## src/rtl/stc_pkg.sv

```systemverilog
package stc_pkg;

    typedef enum logic {
        PH_EVENT     = 1'b0,
        PH_EVENTLESS = 1'b1
    } phase_e;

    localparam int DEF_NS = 10;
    localparam int DEF_NT = 7;
    localparam int DEF_NE = 5;

    // Per-transition source state, index 0 first.
    localparam int DEF_TR_SRC [DEF_NT] = '{1, 1, 4, 7, 8, 2, 1};

    // Packed tables, written from the highest transition (T6) down to T0.
    localparam logic [DEF_NT-1:0][DEF_NE-1:0] DEF_TR_EVT =
        {5'b01000, 5'b11111, 5'b00000, 5'b00100, 5'b00100, 5'b00011, 5'b00100};
    localparam logic [DEF_NT-1:0][DEF_NS-1:0] DEF_TR_TGT =
        {10'h200, 10'h002, 10'h080, 10'h100, 10'h020, 10'h004, 10'h020};
    localparam logic [DEF_NT-1:0][DEF_NS-1:0] DEF_TR_EXIT =
        {10'h002, 10'h1FC, 10'h100, 10'h080, 10'h010, 10'h002, 10'h002};
    localparam logic [DEF_NT-1:0][DEF_NT-1:0] DEF_TR_CONF =
        {7'h03, 7'h0C, 7'h00, 7'h00, 7'h00, 7'h01, 7'h00};

    // Per-state parent (-1 for the root), index 0 first.
    localparam int DEF_ST_PARENT [DEF_NS] = '{-1, 0, 0, 2, 3, 3, 2, 6, 6, 0};
    localparam logic [DEF_NS-1:0] DEF_ST_PAR      = 10'h004;
    localparam logic [DEF_NS-1:0] DEF_ST_TOPFINAL = 10'h200;
    // Initial-children mask per state, state 9 first.
    localparam logic [DEF_NS-1:0][DEF_NS-1:0] DEF_ST_INIT =
        {10'h000, 10'h000, 10'h000, 10'h080, 10'h000,
         10'h000, 10'h010, 10'h048, 10'h000, 10'h002};

endpackage

```

## src/rtl/stc_event_queue.sv

```systemverilog
module stc_event_queue #(
    parameter int DEPTH = 4,
    parameter int W     = 3,
    parameter int CW    = $clog2(DEPTH + 1)
) (
    input  logic          clk,
    input  logic          rst,
    input  logic          push,
    input  logic [W-1:0]  din,
    input  logic          pop,
    output logic [W-1:0]  dout,
    output logic          empty,
    output logic          full,
    output logic          wr_ok,
    output logic [CW-1:0] count
);
    localparam int AW = (DEPTH > 1) ? $clog2(DEPTH) : 1;

    logic [W-1:0]  mem [DEPTH];
    logic [AW-1:0] wp, rp;
    logic          rd_ok;

    assign empty = (count == '0);
    assign full  = (count == CW'(DEPTH));
    assign wr_ok = push && !full;
    assign rd_ok = pop && !empty;
    assign dout  = mem[rp];

    always_ff @(posedge clk) begin
        if (wr_ok) mem[wp] <= din;
    end

    always_ff @(posedge clk or posedge rst) begin
        if (rst) begin
            wp    <= '0;
            rp    <= '0;
            count <= '0;
        end else begin
            if (wr_ok) wp <= (wp == AW'(DEPTH - 1)) ? '0 : wp + AW'(1);
            if (rd_ok) rp <= (rp == AW'(DEPTH - 1)) ? '0 : rp + AW'(1);
            unique case ({wr_ok, rd_ok})
                2'b10:   count <= count + CW'(1);
                2'b01:   count <= count - CW'(1);
                default: count <= count;
            endcase
        end
    end
endmodule

```

## src/rtl/stc_trans_select.sv

```systemverilog
module stc_trans_select #(
    parameter int NS = 10,
    parameter int NT = 7,
    parameter int NE = 5,
    parameter int EW = 3,
    parameter int TR_SRC [NT] = '{default: 0},
    parameter logic [NT-1:0][NE-1:0] TR_EVT  = '0,
    parameter logic [NT-1:0][NT-1:0] TR_CONF = '0
) (
    input  logic [NS-1:0] active,
    input  logic          eventless,
    input  logic          ev_valid,
    input  logic [EW-1:0] ev_id,
    output logic [NT-1:0] sel
);
    always_comb begin
        logic [NT-1:0] lower;
        logic          trig;
        sel = '0;
        for (int t = 0; t < NT; t++) begin
            lower = (NT'(1) << t) - NT'(1);
            if (TR_EVT[t] == '0) trig = eventless;
            else                 trig = !eventless && ev_valid && TR_EVT[t][ev_id];
            sel[t] = active[TR_SRC[t]] && trig && ((sel & TR_CONF[t] & lower) == '0);
        end
    end
endmodule

```

## src/rtl/stc_config_next.sv

```systemverilog
module stc_config_next #(
    parameter int NS = 10,
    parameter int NT = 7,
    parameter logic [NT-1:0][NS-1:0] TR_TGT  = '0,
    parameter logic [NT-1:0][NS-1:0] TR_EXIT = '0,
    parameter int ST_PARENT [NS] = '{default: -1},
    parameter logic [NS-1:0]           ST_PAR  = '0,
    parameter logic [NS-1:0][NS-1:0]   ST_INIT = '0
) (
    input  logic [NS-1:0] active,
    input  logic [NT-1:0] sel,
    input  logic          init,
    output logic [NS-1:0] next
);
    localparam int SIW = (NS > 1) ? $clog2(NS) : 1;

    // desc[i][j]: state j is state i or lies below it.
    function automatic logic [NS-1:0][NS-1:0] f_desc();
        logic [NS-1:0][NS-1:0] m;
        int k;
        m = '0;
        for (int j = 0; j < NS; j++) begin
            k = j;
            for (int d = 0; d < NS; d++) begin
                if (k >= 0) begin
                    m[k][j] = 1'b1;
                    k = ST_PARENT[k];
                end
            end
        end
        return m;
    endfunction

    function automatic logic [NS-1:0][NS-1:0] f_child();
        logic [NS-1:0][NS-1:0] m;
        m = '0;
        for (int j = 0; j < NS; j++)
            if (ST_PARENT[j] >= 0) m[ST_PARENT[j]][j] = 1'b1;
        return m;
    endfunction

    localparam logic [NS-1:0][NS-1:0] DESC  = f_desc();
    localparam logic [NS-1:0][NS-1:0] CHILD = f_child();

    always_comb begin
        logic [NS-1:0]  exit_v, tgt, up, keep, ce;
        logic [SIW-1:0] p;
        exit_v = '0;
        tgt    = '0;
        for (int t = 0; t < NT; t++) begin
            if (sel[t]) begin
                exit_v = exit_v | TR_EXIT[t];
                tgt    = tgt | TR_TGT[t];
            end
        end
        exit_v = exit_v & active;
        keep   = active & ~exit_v;
        for (int i = 0; i < NS; i++) up[i] = |(tgt & DESC[i]);
        // Parents precede children, so one ascending sweep completes entry.
        ce = '0;
        for (int i = 0; i < NS; i++) begin
            p = SIW'((ST_PARENT[i] < 0) ? 0 : ST_PARENT[i]);
            if (ST_PARENT[i] < 0)
                ce[i] = up[i] || init;
            else if (ST_PAR[p])
                ce[i] = up[i] || ce[p];
            else
                ce[i] = up[i] || (ce[p] && ST_INIT[p][i] && (((keep | up) & CHILD[p]) == '0));
        end
        next = keep | ce;
    end
endmodule

```

## src/rtl/stc_engine.sv

```systemverilog
module stc_engine import stc_pkg::*; #(
    parameter int NS     = DEF_NS,
    parameter int NT     = DEF_NT,
    parameter int NE     = DEF_NE,
    parameter int EW     = (NE > 1) ? $clog2(NE) : 1,
    parameter int QDEPTH = 4,
    parameter int TR_SRC [NT] = DEF_TR_SRC,
    parameter logic [NT-1:0][NE-1:0] TR_EVT  = DEF_TR_EVT,
    parameter logic [NT-1:0][NS-1:0] TR_TGT  = DEF_TR_TGT,
    parameter logic [NT-1:0][NS-1:0] TR_EXIT = DEF_TR_EXIT,
    parameter logic [NT-1:0][NT-1:0] TR_CONF = DEF_TR_CONF,
    parameter int ST_PARENT [NS] = DEF_ST_PARENT,
    parameter logic [NS-1:0]         ST_PAR      = DEF_ST_PAR,
    parameter logic [NS-1:0]         ST_TOPFINAL = DEF_ST_TOPFINAL,
    parameter logic [NS-1:0][NS-1:0] ST_INIT     = DEF_ST_INIT
) (
    input  logic          clk_i,
    input  logic          arst_i,
    input  logic          en_i,
    input  logic [EW-1:0] ev_id_i,
    input  logic          ev_push_i,
    output logic [NS-1:0] active_o,
    output logic          done_o,
    output logic          err_o
);
    localparam int QCW = $clog2(QDEPTH + 1);

    logic           rst_meta, rst_q;
    phase_e         phase_q, phase_d;
    logic           init_q;
    logic [NS-1:0]  active_q, active_nx;
    logic [NT-1:0]  sel;
    logic           q_empty, q_full, q_wr, q_pop, stall, done, err_q;
    logic [EW-1:0]  q_head;
    logic [QCW-1:0] q_count;

    // Reset synchroniser: asserts at once, releases after two edges.
    always_ff @(posedge clk_i or posedge arst_i) begin
        if (arst_i) begin
            rst_meta <= 1'b1;
            rst_q    <= 1'b1;
        end else begin
            rst_meta <= 1'b0;
            rst_q    <= rst_meta;
        end
    end

    stc_event_queue #(.DEPTH(QDEPTH), .W(EW), .CW(QCW)) queue_i (
        .clk(clk_i), .rst(rst_q), .push(ev_push_i), .din(ev_id_i), .pop(q_pop),
        .dout(q_head), .empty(q_empty), .full(q_full), .wr_ok(q_wr), .count(q_count)
    );

    stc_trans_select #(
        .NS(NS), .NT(NT), .NE(NE), .EW(EW),
        .TR_SRC(TR_SRC), .TR_EVT(TR_EVT), .TR_CONF(TR_CONF)
    ) select_i (
        .active(active_q), .eventless(phase_q == PH_EVENTLESS),
        .ev_valid(!q_empty), .ev_id(q_head), .sel(sel)
    );

    stc_config_next #(
        .NS(NS), .NT(NT), .TR_TGT(TR_TGT), .TR_EXIT(TR_EXIT),
        .ST_PARENT(ST_PARENT), .ST_PAR(ST_PAR), .ST_INIT(ST_INIT)
    ) config_i (
        .active(active_q), .sel(sel), .init(init_q), .next(active_nx)
    );

    // Output and control decode.
    always_comb begin
        done  = |(active_q & ST_TOPFINAL);
        stall = !en_i || done || (phase_q == PH_EVENT && q_empty);
        q_pop = (phase_q == PH_EVENT) && !stall;
    end

    always_comb begin
        phase_d = phase_q;
        if (!stall) begin
            unique case (phase_q)
                PH_EVENTLESS: phase_d = (|sel) ? PH_EVENTLESS : PH_EVENT;
                PH_EVENT:     phase_d = PH_EVENTLESS;
            endcase
        end
    end

    // State register.
    always_ff @(posedge clk_i or posedge rst_q) begin
        if (rst_q) begin
            phase_q  <= PH_EVENTLESS;
            init_q   <= 1'b1;
            active_q <= '0;
        end else if (!stall) begin
            phase_q  <= phase_d;
            init_q   <= 1'b0;
            active_q <= active_nx;
        end
    end

    always_ff @(posedge clk_i or posedge rst_q) begin
        if (rst_q) err_q <= 1'b0;
        else       err_q <= q_full;
    end

    assign active_o = active_q;
    assign done_o   = done;
    assign err_o    = err_q;
endmodule

```

## config.mk

```make
export PLATFORM = sky130hd
export DESIGN_NAME = stc_engine
export DESIGN_NICKNAME = d
export VERILOG_FILES = /design/src/rtl/stc_pkg.sv /design/src/rtl/stc_event_queue.sv /design/src/rtl/stc_trans_select.sv /design/src/rtl/stc_config_next.sv /design/src/rtl/stc_engine.sv
export SDC_FILE = /design/constraint.sdc
export NUM_CORES = 1
export LEC_CHECK = 0
export ABC_AREA = 1
export BUFFER_PORTS_ARGS = -buffer_cell sky130_fd_sc_hd__buf_4
export CORE_UTILIZATION = 48
export CTS_CLUSTER_SIZE = 8
export DETAILED_ROUTE_END_ITERATION = 8
export PLACE_DENSITY = 0.67
export SYNTH_ARGS = -nofsm -noshare
export SYNTH_HDL_FRONTEND = slang
export SYNTH_HIERARCHICAL = 1
export SYNTH_SLANG_ARGS = --single-unit
```

## constraint.sdc

```tcl
create_clock -name clk_i -period 1.1 [get_ports clk_i]
set_clock_uncertainty 0.1 [all_clocks]
set_input_delay 0.22 -clock clk_i [delete_from_list [all_inputs] [get_ports clk_i]]
set_output_delay 0.22 -clock clk_i [all_outputs]
set_load 0.02 [all_outputs]
```

==> flow_metrics.tcl, run 1 <==
set metrics [dict create \
    synth_fp_nets 244 \
    peakVddDrop_mv 1.306 \
    pin_count 19 \
    fin_hold_ws_ns 0.02813 \
    crit_type "reg2reg" \
    die_w_microns 64.07 \
    violations "setup timing" \
    placed_cell_area_sq_mm 0.002342 \
    syn_inst 230 \
    drt_iter0_drc 97 \
    start_util_pct 50.14 \
    cp-end-kind "flop" \
    leakage_nw 1.481 \
    setup_violations 43 \
    slowest_delay_ns 0.45 \
    hold_path_class "in2reg" \
    placementRows 22 \
    crit_chain "buf_6 -> nand2_2 -> o211ai_1 -> nand2_1 -> inv_2 -> nor2_4 -> nand2_2 -> nor2_4 -> nor2_4 -> inv_2 -> nand2_2 -> nor2_2 -> nand2_1 -> or2_1 -> nand2_1 -> nand2_1" \
    vias_per_cell 4.832 \
    synth.avg_cell_area_sq_um 8.040 \
    clk-insertion-delay-late_ns 0.29 \
    grt_start_max_net_pins 13 \
    cts.root.buffer_cell "clkbuf_8" \
    worstPathRequired_ns 1.18 \
    r2r_cells 16 \
    place_congestion 0.7768 \
    worstPathArrival_ns 2.19 \
    cp_common_cell "nand2_1" \
    ys_warn_count 6 \
    slew_violations 0 \
    hold_depth 1 \
    grt_pass1_vias 1841 \
    cts_tree "yes" \
    wl_per_cell_microns 13.87 \
    maxCapViolCount 0 \
    hold_viol_final 0 \
    numCtsBuffers 5 \
    use_met2_pct 47.34 \
    finalCriticalPeriod_ns 2.107 \
    grt.met3_usage_pct 4.821 \
    cp_max_fo 6 \
    start_kind "flop" \
    antenna_found_initial 0 \
    grt-busiest-layer "met2" \
    port_buffers 18 \
    finalNonFillerCells 358 \
    fin_ws_ns -1.007 \
    status "finished, violations left" \
    rsz0062_at_grt "yes" \
    nNetsFinal 323 \
    dpl.cell_count 327 \
    dpl.hpwl_mm 2.758 \
    grt_util_all_layers_pct 26.73 \
    grt_pass1_wl_mm 8.245 \
    area_delta_synth_final_pct 60.62 \
    first_pass_iters 4 \
    cts_sinks 34 \
    final_area_sq_mm 0.002970 \
    core_area_sq_mm 0.003689 \
    min_period_over_period_pct 191.5 \
    path_clk_slew_ns 0.07 \
    power_density_mw_per_mm2 1542 \
    globalRoute.totalOverflow 0 \
    dieArea_sq_mm 0.004105 \
    antenna_cells 0 \
    syn-cell-area_sq_mm 0.001849 \
    vias 1730 \
    fmax_mhz 474.7 \
    drive_above_1_share_pct 50.65 \
    met1_usage_pct 31.62 \
    drc 0 \
    slowest_stage "dfrtp_2" \
    wirelength_mm 4.964 \
    ant_nets 0 \
    die_y_microns 64.07 \
    clock_path_buffers 2 \
    htreeDepth 2 \
]
-- state kept, by name, summed over array words and instances, names as in the netlist --
signal / count
init_q: 1
queue_i/rp: 2
queue_i/count: 3
queue_i/mem: 12
active_o: 10
err_o: 1
phase_q: 1
rst_q: 1
rst_meta: 1
queue_i/wp: 2
-- layout by cell type, fill, tap and decap left out, drive strengths merged --
cell type	n
fa	1
nand3	13
dfstp	4
bufinv	2
a21oi	1
nor2	24
o211ai	6
ha	6
a31oi	1
buf	74
conb	1
dlygate4sd3	1
o22ai	1
or2	1
inv	54
clkinv	1
dfrtp	18
xnor2	1
edfxtp	12
nand4	1
clkbuf	5
nand2	79
nor3	1
o21ai	2
-- area by class of cell --
| cell class | instances | area, sq um |
|---|---|---|
| inverter | 53 | 206.4 |
| clock inverter | 3 | 68.82 |
| clock buffer | 5 | 68.82 |
| fill | 233 | 718.2 |
| timing repair inverter | 1 | 11.26 |
| timing repair buffer | 75 | 703.2 |
| tap | 48 | 60.06 |
| multi-input combinational | 139 | 934.6 |
| sequential | 34 | 917.1 |
-- where the power goes --
group / internal [mW] / total (mW) / switching, mW
Clock: 0.908 / 1.39 / 0.484
Combinational: 0.737 / 1.54 / 0.807
Sequential: 1.52 / 1.64 / 0.124
Total: 3.16 / 4.58 / 1.41
-- worst max-delay path, delay by kind of cell (launching register included) --
family / cells / cell delay, ns
AND/OR/NAND/NOR: 12 / 1.09
flip-flops: 1 / 0.45
buffers and inverters: 3 / 0.26
AO/OA/AOI/OAI: 1 / 0.08
-- timing repair --
action                                  in CTS  in global routing
hold buffers                                 1                  0
endpoints found under the hold margin        2                  0
endpoints found under the setup margin      43                 44
resized for setup                           63                 34
buffers inserted                            24                  8
gates cloned                                 1                  0
pin swaps                                   16                 18
-- per-layer routing --
layer	vias up	routed length [microns]
met5	-	0
met4	0	113
met3	12	129
met2	35	2622
met1	829	2098
li1	854	-
-- worst paths after layout --
check | start | end | slack, ns
setup / recovery | queue_i/rp[0]$_DFFE_PP0P_ | active_o[0]$_DFFE_PP0N_ | -1.01
hold / removal | ev_id_i[2] | queue_i/mem[1][2]$_DFFE_PP_ | 0.03
setup reg to reg | queue_i/rp[0]$_DFFE_PP0P_ | active_o[0]$_DFFE_PP0N_ | -1.01
hold reg to reg | rst_q$_DFF_PP1_ | active_o[6]$_DFFE_PP0N_ | 0.07
max in group asynchronous | rst_q$_DFF_PP1_ | phase_q$_DFFE_PP1N_ | 0.43
min in group asynchronous | rst_q$_DFF_PP1_ | active_o[6]$_DFFE_PP0N_ | 0.07
-- per-stage QoR --
step                util, %  worst slack [ns]  setup TNS, ns  total power, mW
finish                80.53            -1.007         -18.91            4.579
global route          80.53            -1.195         -21.58            4.824
CTS                   78.15           -0.9095         -18.05            4.432
detailed placement    63.50           -0.9890         -17.35            2.724
global placement      63.50           -0.8658         -15.69            2.699
floorplan                 -           -0.9865         -12.18            2.276
Note: power is estimated with default switching activity, not from simulation.
==> run 2, diff against run 1 <==
--- a/config.mk
+++ b/config.mk
@@ -7,10 +7,11 @@
 export LEC_CHECK = 0
 export ABC_AREA = 1
 export BUFFER_PORTS_ARGS = -buffer_cell sky130_fd_sc_hd__buf_4
-export CORE_UTILIZATION = 48
+export CAP_MARGIN = 20
+export CORE_UTILIZATION = 62
 export CTS_CLUSTER_SIZE = 8
 export DETAILED_ROUTE_END_ITERATION = 8
-export PLACE_DENSITY = 0.67
+export PLACE_DENSITY = 0.83
 export SYNTH_ARGS = -nofsm -noshare
 export SYNTH_HDL_FRONTEND = slang
 export SYNTH_HIERARCHICAL = 1
==> flow_metrics.tcl, run 2 <==
set metrics [dict create \
    htreeDepth 2 \
    cts_sinks 34 \
    syn_inst 230 \
    cts-resized-gates 48 \
    cts.root.buffer_cell "clkbuf_4" \
    hold_buffers 4 \
    dpl.hpwl_mm 3.138 \
    syn-cell-area_sq_mm 0.001849 \
    port_buffers 18 \
    ys_warn_count 6 \
    die_y_microns 56.62 \
    clock_path_buffers 2 \
    synth_fp_nets 244 \
    pin_count 19 \
    place_ws_ns -0.9701 \
    synth.avg_cell_area_sq_um 8.040 \
    place_congestion 0.8735 \
    numCtsBuffers 5 \
    postCtsSetupBuffers 18 \
    die_w_microns 56.62 \
    status "stopped before the end" \
    placementRows 19 \
    start_util_pct 66.49 \
    firstError "[ERROR DPL-0033] detailed placement checks failed during check placement." \
    stop_stage "4_1_cts" \
]
[run 2: per-stage QoR]
step | TNS [ns] | std cells | hold slack, ns | cell area [sq um]
detailed placement | -17.54 | 310 | 0.06689 | 2321
global placement | -15.43 | 310 | 0.05175 | 2321
floorplan | -12.18 | 230 | 0.03150 | 1913
==> run 3, diff against run 2 <==
--- a/config.mk
+++ b/config.mk
@@ -8,10 +8,9 @@
 export ABC_AREA = 1
 export BUFFER_PORTS_ARGS = -buffer_cell sky130_fd_sc_hd__buf_4
 export CAP_MARGIN = 20
-export CORE_UTILIZATION = 62
-export CTS_CLUSTER_SIZE = 8
+export CORE_UTILIZATION = 40
 export DETAILED_ROUTE_END_ITERATION = 8
-export PLACE_DENSITY = 0.83
+export PLACE_DENSITY_LB_ADDON = 0.15
 export SYNTH_ARGS = -nofsm -noshare
 export SYNTH_HDL_FRONTEND = slang
 export SYNTH_HIERARCHICAL = 1
==> flow_metrics.tcl, run 3 (same netlist as run 1, synthesis figures left out) <==
set metrics [dict create \
    crit_chain "o211ai_1 -> nand2_1 -> nor2_4 -> nand2_2 -> nor2_4 -> nor2_4 -> inv_2 -> nand2_2 -> nor2_1 -> nand2_1 -> or2_1 -> nand2_1 -> nand2_1" \
    path_clk_slew_ns 0.07 \
    fmax_mhz 506.0 \
    grt_start_max_net_pins 14 \
    dieArea_sq_mm 0.004899 \
    cp_common_cell "nand2_1" \
    slowest_stage "dfrtp_2" \
    reg2reg_to "active_o[0]$_DFFE_PP0N_" \
    hold_viol_final 0 \
    regToRegSetupSlack_ns -0.88 \
    htreeDepth 2 \
    grt_pass1_vias 1507 \
    finalNonFillerCells 357 \
    hold_depth 1 \
    top_layer "met4" \
    start_util_pct 42.18 \
    cp_top_family "simple AND/OR/NAND/NOR gates" \
    pin_count 19 \
    finalCriticalPeriod_ns 1.976 \
    ant_nets 0 \
    cts.root.buffer_cell "clkbuf_8" \
    place_congestion 0.8780 \
    wl_per_cell_microns 11.05 \
    worstPathArrival_ns 2.06 \
    min_period_over_period_pct 179.7 \
    vias 1565 \
    min_from "ev_id_i[1]" \
    power_density_mw_per_mm2 1454 \
    worstPathRequired_ns 1.18 \
    wl_met3_microns 75 \
    peakVddDrop_mv 1.067 \
    numCtsBuffers 5 \
    worstReg2RegStart "queue_i/rp[0]$_DFFE_PP0P_" \
    wirelength_mm 3.945 \
    vias_per_cell 4.384 \
    antenna_found_initial 0 \
    crit_buf_inv 1 \
    crit_type "reg2reg" \
    cp-end-kind "flop" \
    leakage_nw 1.414 \
    final_cell_mix "nand2_1, inv_1, buf_4" \
    rsz0062_at_grt "yes" \
    first_pass_iters 4 \
    port_buffers 18 \
    slew_violations 0 \
    die_w_microns 70.00 \
    dpl.hpwl_mm 2.740 \
    die_y_microns 70.00 \
    globalRoute.totalOverflow 0 \
    start_kind "flop" \
    cts_tree "yes" \
    grt_pass1_wl_mm 6.817 \
    clk-insertion-delay-late_ns 0.28 \
    grt_util_all_layers_pct 18.01 \
    power_mw 4.045 \
    area_delta_synth_final_pct 50.41 \
    antenna_cells 0 \
    drc 0 \
    layout_commonest_cell "nand2_1" \
    cts_sinks 34 \
    met1_length_mm 1.968 \
    routed-wl-met2_mm 1.863 \
    placementRows 24 \
    largest-register "queue_i/mem" \
    nNetsFinal 318 \
    clock_path_buffers 2 \
    hold_path_class "in2reg" \
    maxCapViolCount 0 \
    largest_reg_flops 12 \
    dpl.cell_count 331 \
    core_area_sq_mm 0.004384 \
    cp_max_fo 13 \
    holdPathEnd "queue_i/mem[2][1]$_DFFE_PP_" \
    slowest_delay_ns 0.48 \
    drt_iter0_drc 84 \
    r2r_cells 13 \
    setup_violations 43 \
    fin_ws_ns -0.8762 \
    status "finished, violations left" \
    drive_above_1_share_pct 43.28 \
    violations "setup timing" \
]
==> run 3: area by class of cell <==
class | instances | area [sq um]
clock buffers | 6 | 72.57
clock inverters | 2 | 13.76
fillers | 373 | 1603
inverters | 53 | 206.4
multi-input cells | 139 | 848.3
flip-flops and latches | 34 | 918.4
well taps | 52 | 65.06
repair buffers | 70 | 645.6
repair inverters | 1 | 11.26
==> run 3: through the flow <==
stage | utilization [%] | instance area (sq um) | setup TNS [ns] | hold WS [ns] | setup slack, ns
2_1_floorplan | - | 1913 | -12.18 | 0.03150 | -0.9865
6_report | 63.44 | 2781 | -15.54 | 0.03755 | -0.8762
3_3_place_gp | 53.25 | 2335 | -15.96 | 0.1152 | -0.8852
3_5_place_dp | 53.25 | 2335 | -16.56 | 0.1036 | -0.9171
5_1_grt | 63.44 | 2781 | -19.35 | 0.02160 | -1.080
4_1_cts | 62.24 | 2729 | -17.43 | 0.02054 | -0.8721
==> run 3: how the worst max path moves through the flow <==
stage | slack [ns] | to | cells past startpoint | start
finish | -0.88 | active_o[0]$_DFFE_PP0N_ | 13 | queue_i/rp[0]$_DFFE_PP0P_
global route | -1.08 | active_o[4]$_DFFE_PP0N_ | 13 | queue_i/rp[0]$_DFFE_PP0P_
CTS | -0.87 | active_o[0]$_DFFE_PP0N_ | 15 | queue_i/rp[0]$_DFFE_PP0P_
detailed placement | -0.92 | active_o[0]$_DFFE_PP0N_ | 14 | queue_i/rp[0]$_DFFE_PP0P_
global placement | -0.89 | active_o[0]$_DFFE_PP0N_ | 15 | queue_i/rp[0]$_DFFE_PP0P_
floorplan | -0.99 | queue_i/count[2]$_DFFE_PP0P_ | 14 | phase_q$_DFFE_PP1N_
==> run 3: where the power goes <==
group | switching, mW | internal (mW) | total, mW
sequential | 0.106 | 1.52 | 1.63
clock | 0.467 | 0.447 | 0.913
combinational | 0.757 | 0.749 | 1.51
total | 1.33 | 2.72 | 4.05
==> run 3: timing repair <==
item | in CTS | in global routing
hold buffers | 1 | 0
buffers inserted | 17 | 6
pin swaps | 5 | 5
resized for setup | 49 | 19
setup endpoints to repair | 43 | 44
hold endpoints to repair | 2 | 0
cloned | 1 | 0
==> run 3: layer usage <==
metal | global-route usage, % | vias up
li1 | - | 839
met1 | 24.91 | 707
met2 | 27.35 | 14
met3 | 3.175 | 5
met4 | 8.667 | 0
met5 | 0 | -
==> run 4, diff against run 3 <==
--- a/config.mk
+++ b/config.mk
@@ -6,7 +6,7 @@
 export NUM_CORES = 1
 export LEC_CHECK = 0
 export ABC_AREA = 1
-export BUFFER_PORTS_ARGS = -buffer_cell sky130_fd_sc_hd__buf_4
+export BUFFER_PORTS_ARGS = -buffer_cell sky130_fd_sc_hd__buf_2
 export CAP_MARGIN = 20
 export CORE_UTILIZATION = 40
 export DETAILED_ROUTE_END_ITERATION = 8
==> flow_metrics.tcl, run 4 (same netlist as run 1, synthesis figures left out) <==
set metrics [dict create \
    power_density_mw_per_mm2 1431 \
    crit_type "reg2reg" \
    htreeDepth 2 \
    wirelength_mm 3.907 \
    start_kind "flop" \
    start_util_pct 42.18 \
    grt_pass1_wl_mm 7.058 \
    worstPathArrival_ns 2.08 \
    numCtsBuffers 5 \
    grt_pass1_vias 1615 \
    largest-register "queue_i/mem" \
    hold_path_class "reg2async" \
    regArea_sq_um 918.4 \
    finalCriticalPeriod_ns 2.000 \
    globalRoute.totalOverflow 0 \
    vias_per_cell 4.387 \
    layout_commonest_cell "nand2_1" \
    vias 1588 \
    slew_violations 0 \
    n_fill_cell 385 \
    worstPathRequired_ns 1.18 \
    grt_util_all_layers_pct 18.39 \
    antenna_found_initial 0 \
    ant_nets 0 \
    multiInputGateArea_sq_um 849.6 \
    area_delta_synth_final_pct 51.89 \
    drt_iter0_drc 79 \
    largest_reg_flops 12 \
    cts_tree "yes" \
    drive_above_1_share_pct 44.84 \
    violations "setup timing" \
    nNetsFinal 323 \
    hold_viol_final 0 \
    placementRows 24 \
    antenna_cells 0 \
    die_w_microns 70.00 \
    cp_max_fo 13 \
    finalNonFillerCells 362 \
    maxCapViolCount 0 \
    wl_per_cell_microns 10.79 \
    port_buffers 18 \
    peakVddDrop_mv 0.9193 \
    clock_path_buffers 2 \
    rsz0062_at_grt "yes" \
    cp-end-kind "flop" \
    dpl.cell_count 330 \
    pin_count 19 \
    status "finished, violations left" \
    fmax_mhz 500.1 \
    final_cell_mix "nand2_1, inv_1, buf_4" \
    first_pass_iters 4 \
    path_clk_slew_ns 0.07 \
    dieArea_sq_mm 0.004899 \
    cts.root.buffer_cell "clkbuf_8" \
    dpl.hpwl_mm 2.801 \
    placed_cell_area_sq_mm 0.002282 \
    setup_violations 43 \
    min_period_over_period_pct 181.8 \
    cts_sinks 34 \
    drc 0 \
    fin_ws_ns -0.8997 \
    core_area_sq_mm 0.004384 \
    die_y_microns 70.00 \
    leakage_nw 1.434 \
    clk-insertion-delay-late_ns 0.28 \
    final_area_sq_mm 0.002809 \
    grt_start_max_net_pins 14 \
    place_congestion 0.8490 \
]
==> run 4: cell type report <==
type	count	area share [%]
Sequential cell	34	32.69
Timing Repair inverter	1	0.4009
Timing Repair Buffer	75	24.10
Inverter	53	7.350
Clock buffer	6	2.584
Clock inverter	2	0.3118
Tap cell	52	2.316
Multi-Input combinational cell	139	30.25
==> run 4: critical path: stages, from the launching register on <==
cell and delay, ns:
dfrtp_2 0.48, nand2_1 0.08, o211ai_1 0.08, nand2_1 0.09, inv_1 0.05, nor2_2 0.14
nand2_2 0.10, nor2_4 0.17, nor2_4 0.05, inv_2 0.05, nand2_2 0.04, nor2_1 0.09
nand2_1 0.08, or2_1 0.21, nand2_1 0.05, nand2_1 0.04
==> run 4: worst paths after layout <==
kind	from	to	slack, ns	cells after the start
worst max-delay path	queue_i/rp[0]$_DFFE_PP0P_	active_o[0]$_DFFE_PP0N_	-0.90	15
min in group clk_i	ev_id_i[0]	queue_i/mem[3][0]$_DFFE_PP_	0.06	1
worst min register to register	rst_q$_DFF_PP1_	err_o$_DFF_PP0_	0.006	1
worst max register to register	queue_i/rp[0]$_DFFE_PP0P_	active_o[0]$_DFFE_PP0N_	-0.90	15
max in group asynchronous	rst_q$_DFF_PP1_	init_q$_DFFE_PP1N_	0.47	2
worst min-delay path	rst_q$_DFF_PP1_	err_o$_DFF_PP0_	0.006	1
==> run 4: what timing repair did <==
action / in CTS / in global routing
setup buffers: 24 / 6
endpoints found under the setup margin: 43 / 44
hold buffers: 1 / 0
cloned: 1 / 0
gates resized for setup: 62 / 20
pin swaps: 8 / 4
hold endpoints to repair: 2 / 0
==> run 4: per-stage QoR <==
step	hold slack [ns]	util [%]	setup slack (ns)	TNS, ns	power, mW
floorplan	0.03150	-	-0.9865	-12.18	2.276
global placement	0.002977	52.05	-0.8904	-15.88	2.723
CTS	0.007399	63.16	-0.8799	-17.65	4.032
finish	0.005860	64.07	-0.8997	-16.76	4.021
detailed placement	0.002473	52.05	-0.9353	-16.59	2.750
global route	0.01421	64.07	-1.075	-20.05	4.289
==> run 4: power breakdown <==
group / switching (mW) / internal, mW / total [mW]
Sequential: 0.107 / 1.52 / 1.63
Combinational: 0.757 / 0.771 / 1.53
Clock: 0.430 / 0.435 / 0.865
==> run 4: metal layers <==
layer  track usage [%]  wire length, microns  vias to the layer above
li1                  -                     -                      856
met1             24.35                  1907                      713
met2             29.38                  1886                       15
met3             3.896                    63                        4
met4             7.333                    50                        0
met5                 0                     0                        -
